==> src/rtl/frt_pkg.sv <==
package frt_pkg;

    typedef enum logic [2:0] {
        OP_NONE    = 3'd0,
        OP_RESERVE = 3'd1,
        OP_COMMIT  = 3'd2,
        OP_PEEK    = 3'd3,
        OP_RELEASE = 3'd4,
        OP_BULK_WR = 3'd5,
        OP_BULK_RD = 3'd6,
        OP_FLUSH   = 3'd7
    } frt_op_e;

    typedef enum logic {
        ST_IDLE = 1'b0,
        ST_RESP = 1'b1
    } frt_state_e;

    // pointer slots in the bank
    localparam int P_WCOM  = 0;
    localparam int P_WALC  = 1;
    localparam int P_RREL  = 2;
    localparam int P_RPEEK = 3;
    localparam int NUM_PTRS = 4;

endpackage

==> src/rtl/frt_ptr_bank.sv <==
module frt_ptr_bank #(
    parameter int PTR_W = 7,
    parameter int NPTR  = 4
) (
    input  logic                       clk,
    input  logic                       rst_n,
    input  logic [NPTR-1:0]            load,
    input  logic [NPTR-1:0][PTR_W-1:0] next_val,
    output logic [NPTR-1:0][PTR_W-1:0] ptr_q
);
    for (genvar i = 0; i < NPTR; i++) begin : g_ptr
        always_ff @(posedge clk) begin
            if (!rst_n) begin
                ptr_q[i] <= '0;
            end else if (load[i]) begin
                ptr_q[i] <= next_val[i];
            end
        end
    end
endmodule

==> src/rtl/frt_occupancy.sv <==
module frt_occupancy #(
    parameter int PTR_W = 7
) (
    input  logic [PTR_W-1:0] wcom,
    input  logic [PTR_W-1:0] walc,
    input  logic [PTR_W-1:0] rrel,
    input  logic [PTR_W-1:0] rpeek,
    output logic [PTR_W-1:0] n_alloc,
    output logic [PTR_W-1:0] n_valid,
    output logic [PTR_W-1:0] n_unseen,
    output logic [PTR_W-1:0] n_free
);
    // differences wrap naturally at PTR_W bits (power-of-two length)
    always_comb begin
        n_alloc  = walc - rrel;
        n_valid  = wcom - rrel;
        n_unseen = wcom - rpeek;
        n_free   = rrel - walc - PTR_W'(1);
    end
endmodule

==> src/rtl/frt_clamp.sv <==
module frt_clamp #(
    parameter int W = 8
) (
    input  logic [W-1:0] req,
    input  logic [W-1:0] avail,
    input  logic [W-1:0] to_end,
    output logic [W-1:0] grant
);
    logic [W-1:0] m0;
    always_comb begin
        m0    = (req < avail) ? req : avail;
        grant = (m0 < to_end) ? m0 : to_end;
    end
endmodule

==> src/rtl/frame_ring_tracker.sv <==
module frame_ring_tracker
    import frt_pkg::*;
#(
    parameter int LEN_FRAMES = 128,
    parameter int MF_FRAMES  = 16,
    parameter int BASE_OFS   = 0,
    parameter int OFS_W      = 16,
    localparam int PTR_W     = $clog2(LEN_FRAMES),
    localparam int REQ_W     = PTR_W + 1
) (
    input  logic             clk,
    input  logic             rst_n,
    input  logic [2:0]       op_code,
    input  logic [REQ_W-1:0] op_frames,
    output logic             resp_valid,
    output logic             resp_ok,
    output logic [OFS_W-1:0] resp_offset,
    output logic [REQ_W-1:0] resp_frames,
    output logic [PTR_W-1:0] cnt_alloc,
    output logic [PTR_W-1:0] cnt_valid,
    output logic [PTR_W-1:0] cnt_unseen,
    output logic [PTR_W-1:0] cnt_free
);
    localparam logic [PTR_W-1:0] MF_P    = PTR_W'(MF_FRAMES);
    localparam logic [REQ_W-1:0] MF_R    = REQ_W'(MF_FRAMES);
    localparam logic [REQ_W-1:0] LEN_R   = REQ_W'(LEN_FRAMES);
    localparam logic [PTR_W-1:0] ALN_MSK = ~PTR_W'(MF_FRAMES - 1);

    frt_op_e    op;
    frt_state_e state_q, state_d;

    logic [NUM_PTRS-1:0]            ld;
    logic [NUM_PTRS-1:0][PTR_W-1:0] nxt;
    logic [NUM_PTRS-1:0][PTR_W-1:0] ptr;

    logic [PTR_W-1:0] n_alloc, n_valid, n_unseen, n_free;
    logic [REQ_W-1:0] wr_grant, rd_grant;
    logic [PTR_W-1:0] flush_ptr;

    logic             ok_d;
    logic [PTR_W-1:0] ofs_ptr_d;
    logic [REQ_W-1:0] frames_d;

    assign op = frt_op_e'(op_code);

    frt_ptr_bank #(.PTR_W(PTR_W), .NPTR(NUM_PTRS)) u_bank (
        .clk      (clk),
        .rst_n    (rst_n),
        .load     (ld),
        .next_val (nxt),
        .ptr_q    (ptr)
    );

    frt_occupancy #(.PTR_W(PTR_W)) u_occ (
        .wcom     (ptr[P_WCOM]),
        .walc     (ptr[P_WALC]),
        .rrel     (ptr[P_RREL]),
        .rpeek    (ptr[P_RPEEK]),
        .n_alloc  (n_alloc),
        .n_valid  (n_valid),
        .n_unseen (n_unseen),
        .n_free   (n_free)
    );

    frt_clamp #(.W(REQ_W)) u_clamp_wr (
        .req    (op_frames),
        .avail  ({1'b0, n_free}),
        .to_end (LEN_R - {1'b0, ptr[P_WCOM]}),
        .grant  (wr_grant)
    );

    frt_clamp #(.W(REQ_W)) u_clamp_rd (
        .req    (op_frames),
        .avail  ({1'b0, n_unseen}),
        .to_end (LEN_R - {1'b0, ptr[P_RPEEK]}),
        .grant  (rd_grant)
    );

    assign flush_ptr = ptr[P_WCOM] & ALN_MSK;

    // operation decode: pointer updates and response contents
    always_comb begin
        ld        = '0;
        nxt       = ptr;
        ok_d      = 1'b0;
        ofs_ptr_d = ptr[P_WCOM];
        frames_d  = '0;
        unique case (op)
            OP_NONE: begin
            end
            OP_RESERVE: begin
                ofs_ptr_d = ptr[P_WALC];
                if (n_free >= MF_P) begin
                    ok_d         = 1'b1;
                    frames_d     = MF_R;
                    ld[P_WALC]   = 1'b1;
                    nxt[P_WALC]  = ptr[P_WALC] + MF_P;
                end
            end
            OP_COMMIT: begin
                ofs_ptr_d    = ptr[P_WCOM];
                ok_d         = 1'b1;
                frames_d     = MF_R;
                ld[P_WCOM]   = 1'b1;
                nxt[P_WCOM]  = ptr[P_WCOM] + MF_P;
            end
            OP_PEEK: begin
                ofs_ptr_d = ptr[P_RPEEK];
                if (n_unseen >= MF_P) begin
                    ok_d          = 1'b1;
                    frames_d      = MF_R;
                    ld[P_RPEEK]   = 1'b1;
                    nxt[P_RPEEK]  = ptr[P_RPEEK] + MF_P;
                end
            end
            OP_RELEASE: begin
                ofs_ptr_d    = ptr[P_RREL];
                ok_d         = 1'b1;
                frames_d     = MF_R;
                ld[P_RREL]   = 1'b1;
                nxt[P_RREL]  = ptr[P_RREL] + MF_P;
            end
            OP_BULK_WR: begin
                ofs_ptr_d    = ptr[P_WCOM];
                frames_d     = wr_grant;
                ok_d         = (wr_grant != '0);
                ld[P_WCOM]   = 1'b1;
                ld[P_WALC]   = 1'b1;
                nxt[P_WCOM]  = ptr[P_WCOM] + wr_grant[PTR_W-1:0];
                nxt[P_WALC]  = ptr[P_WCOM] + wr_grant[PTR_W-1:0];
            end
            OP_BULK_RD: begin
                ofs_ptr_d     = ptr[P_RPEEK];
                frames_d      = rd_grant;
                ok_d          = (rd_grant != '0);
                ld[P_RPEEK]   = 1'b1;
                ld[P_RREL]    = 1'b1;
                nxt[P_RPEEK]  = ptr[P_RPEEK] + rd_grant[PTR_W-1:0];
                nxt[P_RREL]   = ptr[P_RPEEK] + rd_grant[PTR_W-1:0];
            end
            OP_FLUSH: begin
                ofs_ptr_d     = flush_ptr;
                ok_d          = 1'b1;
                ld[P_RPEEK]   = 1'b1;
                ld[P_RREL]    = 1'b1;
                nxt[P_RPEEK]  = flush_ptr;
                nxt[P_RREL]   = flush_ptr;
            end
            default: begin
            end
        endcase
    end

    // next state: issue -> ST_RESP, quiet -> ST_IDLE
    always_comb begin
        unique case (state_q)
            ST_IDLE: state_d = (op != OP_NONE) ? ST_RESP : ST_IDLE;
            ST_RESP: state_d = (op != OP_NONE) ? ST_RESP : ST_IDLE;
            default: state_d = ST_IDLE;
        endcase
    end

    // state register
    always_ff @(posedge clk) begin
        if (!rst_n) begin
            state_q <= ST_IDLE;
        end else begin
            state_q <= state_d;
        end
    end

    // response registers
    always_ff @(posedge clk) begin
        if (!rst_n) begin
            resp_ok     <= 1'b0;
            resp_offset <= '0;
            resp_frames <= '0;
        end else if (op != OP_NONE) begin
            resp_ok     <= ok_d;
            resp_offset <= OFS_W'(BASE_OFS) + OFS_W'(ofs_ptr_d);
            resp_frames <= frames_d;
        end
    end

    assign resp_valid = (state_q == ST_RESP);
    assign cnt_alloc  = n_alloc;
    assign cnt_valid  = n_valid;
    assign cnt_unseen = n_unseen;
    assign cnt_free   = n_free;

endmodule

==> config.mk <==
export PLATFORM = sky130hd
export DESIGN_NAME = frame_ring_tracker
export DESIGN_NICKNAME = d
export VERILOG_FILES = /design/src/rtl/frt_pkg.sv /design/src/rtl/frt_ptr_bank.sv /design/src/rtl/frt_occupancy.sv /design/src/rtl/frt_clamp.sv /design/src/rtl/frame_ring_tracker.sv
export SDC_FILE = /design/constraint.sdc
export NUM_CORES = 1
export LEC_CHECK = 0
export BUFFER_PORTS_ARGS = -buffer_cell sky130_fd_sc_hd__buf_2
export CAP_MARGIN = 20
export CORE_ASPECT_RATIO = 1.4
export CORE_MARGIN = 10
export CORE_UTILIZATION = 59
export CTS_BUF_LIST = sky130_fd_sc_hd__clkbuf_4 sky130_fd_sc_hd__clkbuf_8 sky130_fd_sc_hd__clkbuf_16
export DETAILED_ROUTE_END_ITERATION = 10
export PLACE_DENSITY = 0.93
export REMOVE_ABC_BUFFERS = 1
export SLEW_MARGIN = 10
export SYNTH_ARGS = -nofsm -noshare
export SYNTH_HDL_FRONTEND = slang
export SYNTH_SLANG_ARGS = --single-unit
==> constraint.sdc <==
create_clock -name clk -period 8.4 [get_ports clk]
set_input_delay 1.26 -clock clk [delete_from_list [all_inputs] [get_ports clk]]
set_output_delay 1.26 -clock clk [all_outputs]
set_load 0.05 [all_outputs]
Yosys cells after proc, flatten, opt, wreduce, memory -nomap -nowiden
Index checks and enable logic that the tools add are counted.
W data, S select, Z words.
Storage, ports and cells
  register bits after elaboration: 45
  input port bits: 13
  output and inout bits: 54
  logic and storage cells: 75
Cells by class
  $add $sub $neg: 13
  $lt $le $gt $ge: 6
  equality and inequality tests: 9
  multiplexer cells: 22
  reductions and logical operators: 17
Operators with widths (count)
  $pmux W7 S3: 2
  $pmux W8 S5: 1
  $mux W8: 4
  $add A7 B5 Y7 const B: 4
  $pmux W7 S2: 2
  $pmux W7 S4: 1
  $sub A7 B7 Y7: 4
  $lt A8 B7 Y1: 2
  $lt A8 B8 Y1: 2
  $reduce_bool A8 Y1: 2
  $sub A8 B7 Y8 const A: 2
  $add A7 B7 Y7: 2
  $ge A7 B5 Y1 const B: 2
  $mux W7: 2
  $eq A3 B3 Y1 const B: 4
  $mux W5: 2
  $reduce_bool A3 Y1: 3
  $reduce_or A2 Y1: 4
  $sub A7 B1 Y7 const B: 1
  $eq A3 B2 Y1 const B: 2
  $reduce_and A3 Y1: 2
  $reduce_or A3 Y1: 2
  $mux W1: 5
  $pmux W1 S5: 1
  5 further kinds: 9

Logic depth before layout (Yosys ltp)
  depth in word-level cells: 8
  gate-level depth with buffers: 38
  mapped depth without buffers: 37

By module
Synthesis repeated with hierarchy kept, for this count alone.
Unflattened totals
  cells, all modules: 724
  area total of the unflattened synthesis: 5818.1 µm²
By module, submodules not included
  frame_ring_tracker: times used 1, cells an instance 345, area each 2511.2 µm²
  frt_clamp: times used 2, cells an instance 71, area each 573.0 µm²
  frt_occupancy: times used 1, cells an instance 147, area each 1104.8 µm²
  frt_ptr_bank: times used 1, cells an instance 90, area each 1056.0 µm²

Worst setup path before layout
Ideal clock, no wire load.
  path kind: register -> register
  from: reg u_bank.ptr_q[9] (netlist name)
  to: reg u_bank.ptr_q[20] in the netlist's numbering
  library setup time: 0.133 ns
  arrival time: 7.744 ns
  required time: 8.267 ns
  setup slack: 0.523 ns
  stages on the path, launching flop included: 33
  clock period less this slack: 7.877 ns
  cells stage by stage: dfxtp_1 > inv_1 > ha_1 > buf_4 > o21ai_2 > a21o_1 > a21boi_0 > inv_1 > ha_1 > nand2_1 > a21oi_1 > a211o_1 > maj3_2 > a21oi_4 > mux2_2 > ha_1 > a21o_1 > a21o_1 > a221oi_1 > nand3b_1 > a211oi_2 > nor3_2 > o21ai_0 > ha_1 > inv_1 > fa_1 > o21ai_0 > a21o_1 > a21oi_1 > xnor2_1 > nor4_1 > nor4_1 > a21oi_1
RTL lines
  to (signal, indexed assignment): line frt_ptr_bank.sv:16  | ptr_q[i] <= next_val[i];
  to (decl): line frt_ptr_bank.sv:9  | output logic [NPTR-1:0][PTR_W-1:0] ptr_q

==> qor.csv <==
metric,value,unit
drive_above_1_share,15.0,%
synth.most_common_cell,ha_1,
antenna_left,0,
clkLatencyLatePin,310,ps
synth-async-reset-ratio,0,%
period_needed,7980,ps
chipHeight,124,um
dr.pass1.iters,5,
track_usage,23.7,%
yosys-top-cells-count,"ha_1 (63), nand2_1 (58), a21oi_1 (48), inv_1 (48), nor2_1 (48)",
dr_total_vias,4699,
avgRoutedWirePerCell,19.0,um
postSynthCellCount,599,
synth_area,4540,um2
synth_edf_count,0,
ys.flop_type,dfxtp_1,
finalNetCount,725,
clockRootBuffer,clkbuf_8,
status,finished clean,
max_slew_margin,19.7,%
required,8590,ps
num_antenna_cells,0,
holdCritPathClass,reg -> reg,
max_stage_delay,530,ps
finalHoldViolCount,0,
setup_violations,0,
clk_pin_slew,90,ps
num-fill-cells,653,
grt_start_max_net_pins,41,
avgSynthCellArea,7.57,um2
skew,15.2,ps
drv_slew,0,
io_pins,67,
grt_pass1_vias,4451,
worstPathArrival,8170,ps
drt_iter0_drc,453,
synth.area.top_cells,"ha_1 (17%), dfxtp_1 (16%), a21oi_1 (5.3%)",
endpoint_kind,flip-flop,
hpwl,11200,um
finalCritPeriodShare,95.1,%
coreArea,7410,um2
synth_top_area_share,17.4,%
cp_max_fo,10,
numPortBuffers,57,
worst_path_max_delay_cell,dfxtp_1,
gp_congestion,0.992,
synth_warnings,0,
ctsHtreeMaxLevel,2,
tritoncts,built,
grt_pass1_wl,22300,um
worstSetupPathType,reg -> reg,
fp-row-count,37,
cts_made_buffers,5,
start_util,61.2,%
startpoint_type,flip-flop,
timing.hold.ws,484,ps
viasPerCell,6.32,
worst_pin_slew,1190,ps
fmax,0.125,GHz
yosysUniqueCellTypes,64,
antenna_found_initial,0,
cts_sinks,37,
drt-total-wl,14100,um
die-area,11600,um2
area_delta_synth_final,9.13,%
dieWidth,94.1,um
drc_errors,0,
cap_violations,0,
yosys.area.top_type,ha_1,
cts.path.max_buffers,2,
seq_area_frac_synth,16.3,%
synth.ff_latch_count,37,
grt_overflow_total,0,
[sequential cells by signal, indices dropped and copies added (netlist names)]
name,flops
u_bank.ptr_q,20
resp_valid,1
resp_ok,1
resp_offset,7
resp_frames,8
[through the flow]
step / TNS [ps] / util (%) / setup WS (ps) / instance area (um2) / cells
after floorplan: 0 / - / 379 / 4360 / 571
after detailed placement: 0 / 64.9 / 293 / 4810 / 731
after global routing: -135 / 66.8 / -74.9 / 4950 / 743
after CTS: 0 / 66.1 / 253 / 4900 / 739
final: 0 / 66.8 / 415 / 4950 / 743
after global placement: 0 / 64.9 / 657 / 4810 / 731
[worst paths after layout]
| kind | from | endpoint | slack [ps] | cells after the start |
|---|---|---|---|---|
| max | u_bank.ptr_q[8] | u_bank.ptr_q[27] | 420 | 33 |
| min | resp_offset[6] | resp_offset[6] | 480 | 2 |
| max reg2reg | u_bank.ptr_q[8] | u_bank.ptr_q[27] | 420 | 33 |
| min reg2reg | resp_offset[6] | resp_offset[6] | 480 | 2 |
[timing repair]
action | CTS | global route
setup buffers | 0 | 4
setup endpoints to repair | 0 | 3
hold buffers | 0 | 0
gates resized for setup | 0 | 5
[final cells by class]
class                           instances  area, um2  area share (%)
Tap cell                               97        121            2.45
Clock buffer                            5       68.8            1.39
Inverter                               49        184            3.71
Sequential cell                        37        741            15.0
Clock inverter                          3       21.3           0.430
Multi-Input combinational cell        485       3450            69.8
Timing Repair Buffer                   67        360            7.28
[kinds of logic (layout without fill, tap and decap cells)]
family          count (synthesis)  count (layout)  share of synthesized area [%]
simple gates                  182             182                           19.2
compound gates                170             170                           25.2
buf+inv                        87             124                           8.85
fa+ha+maj                      68              68                           19.4
xor+xnor                       39              39                           7.53
flops                          37              37                           16.3
mux                            15              15                           3.42
other cells                     1              11                         0.0827
[per-layer routing]
| layer | global-route usage [%] | part of all wire (%) | vias up |
|---|---|---|---|
| met5 | 0 | 0 | - |
| met4 | 14.1 | 5.5 | 0 |
| met3 | 3.55 | 8.8 | 52 |
| met2 | 40.7 | 47 | 284 |
| met1 | 27.3 | 39 | 2171 |
| li1 | - | - | 2192 |
[layout by cell type, fill, tap and decap left out, drive strengths merged, types with 8 or more instances in the layout]
cell type,count
a21boi,8
a21o,17
a21oi,49
buf,67
conb,11
dfxtp,37
ha,63
inv,49
mux2i,11
nand2,58
nand3,11
nor2,48
nor2b,9
nor3,13
nor4,9
o21ai,36
xnor2,27
xor2,12
[worst max-delay path, delay by kind of cell (launching register included)]
| kind | cells | cell delay, ps |
|---|---|---|
| xor+xnor | 1 | 170 |
| flops | 1 | 530 |
| compound gates | 15 | 3520 |
| simple gates | 7 | 1160 |
| fa+ha+maj | 6 | 2010 |
| buf+inv | 4 | 470 |
Power is not shown: default switching activity piles up to over one toggle a cycle in this logic, so the estimate is an artifact.
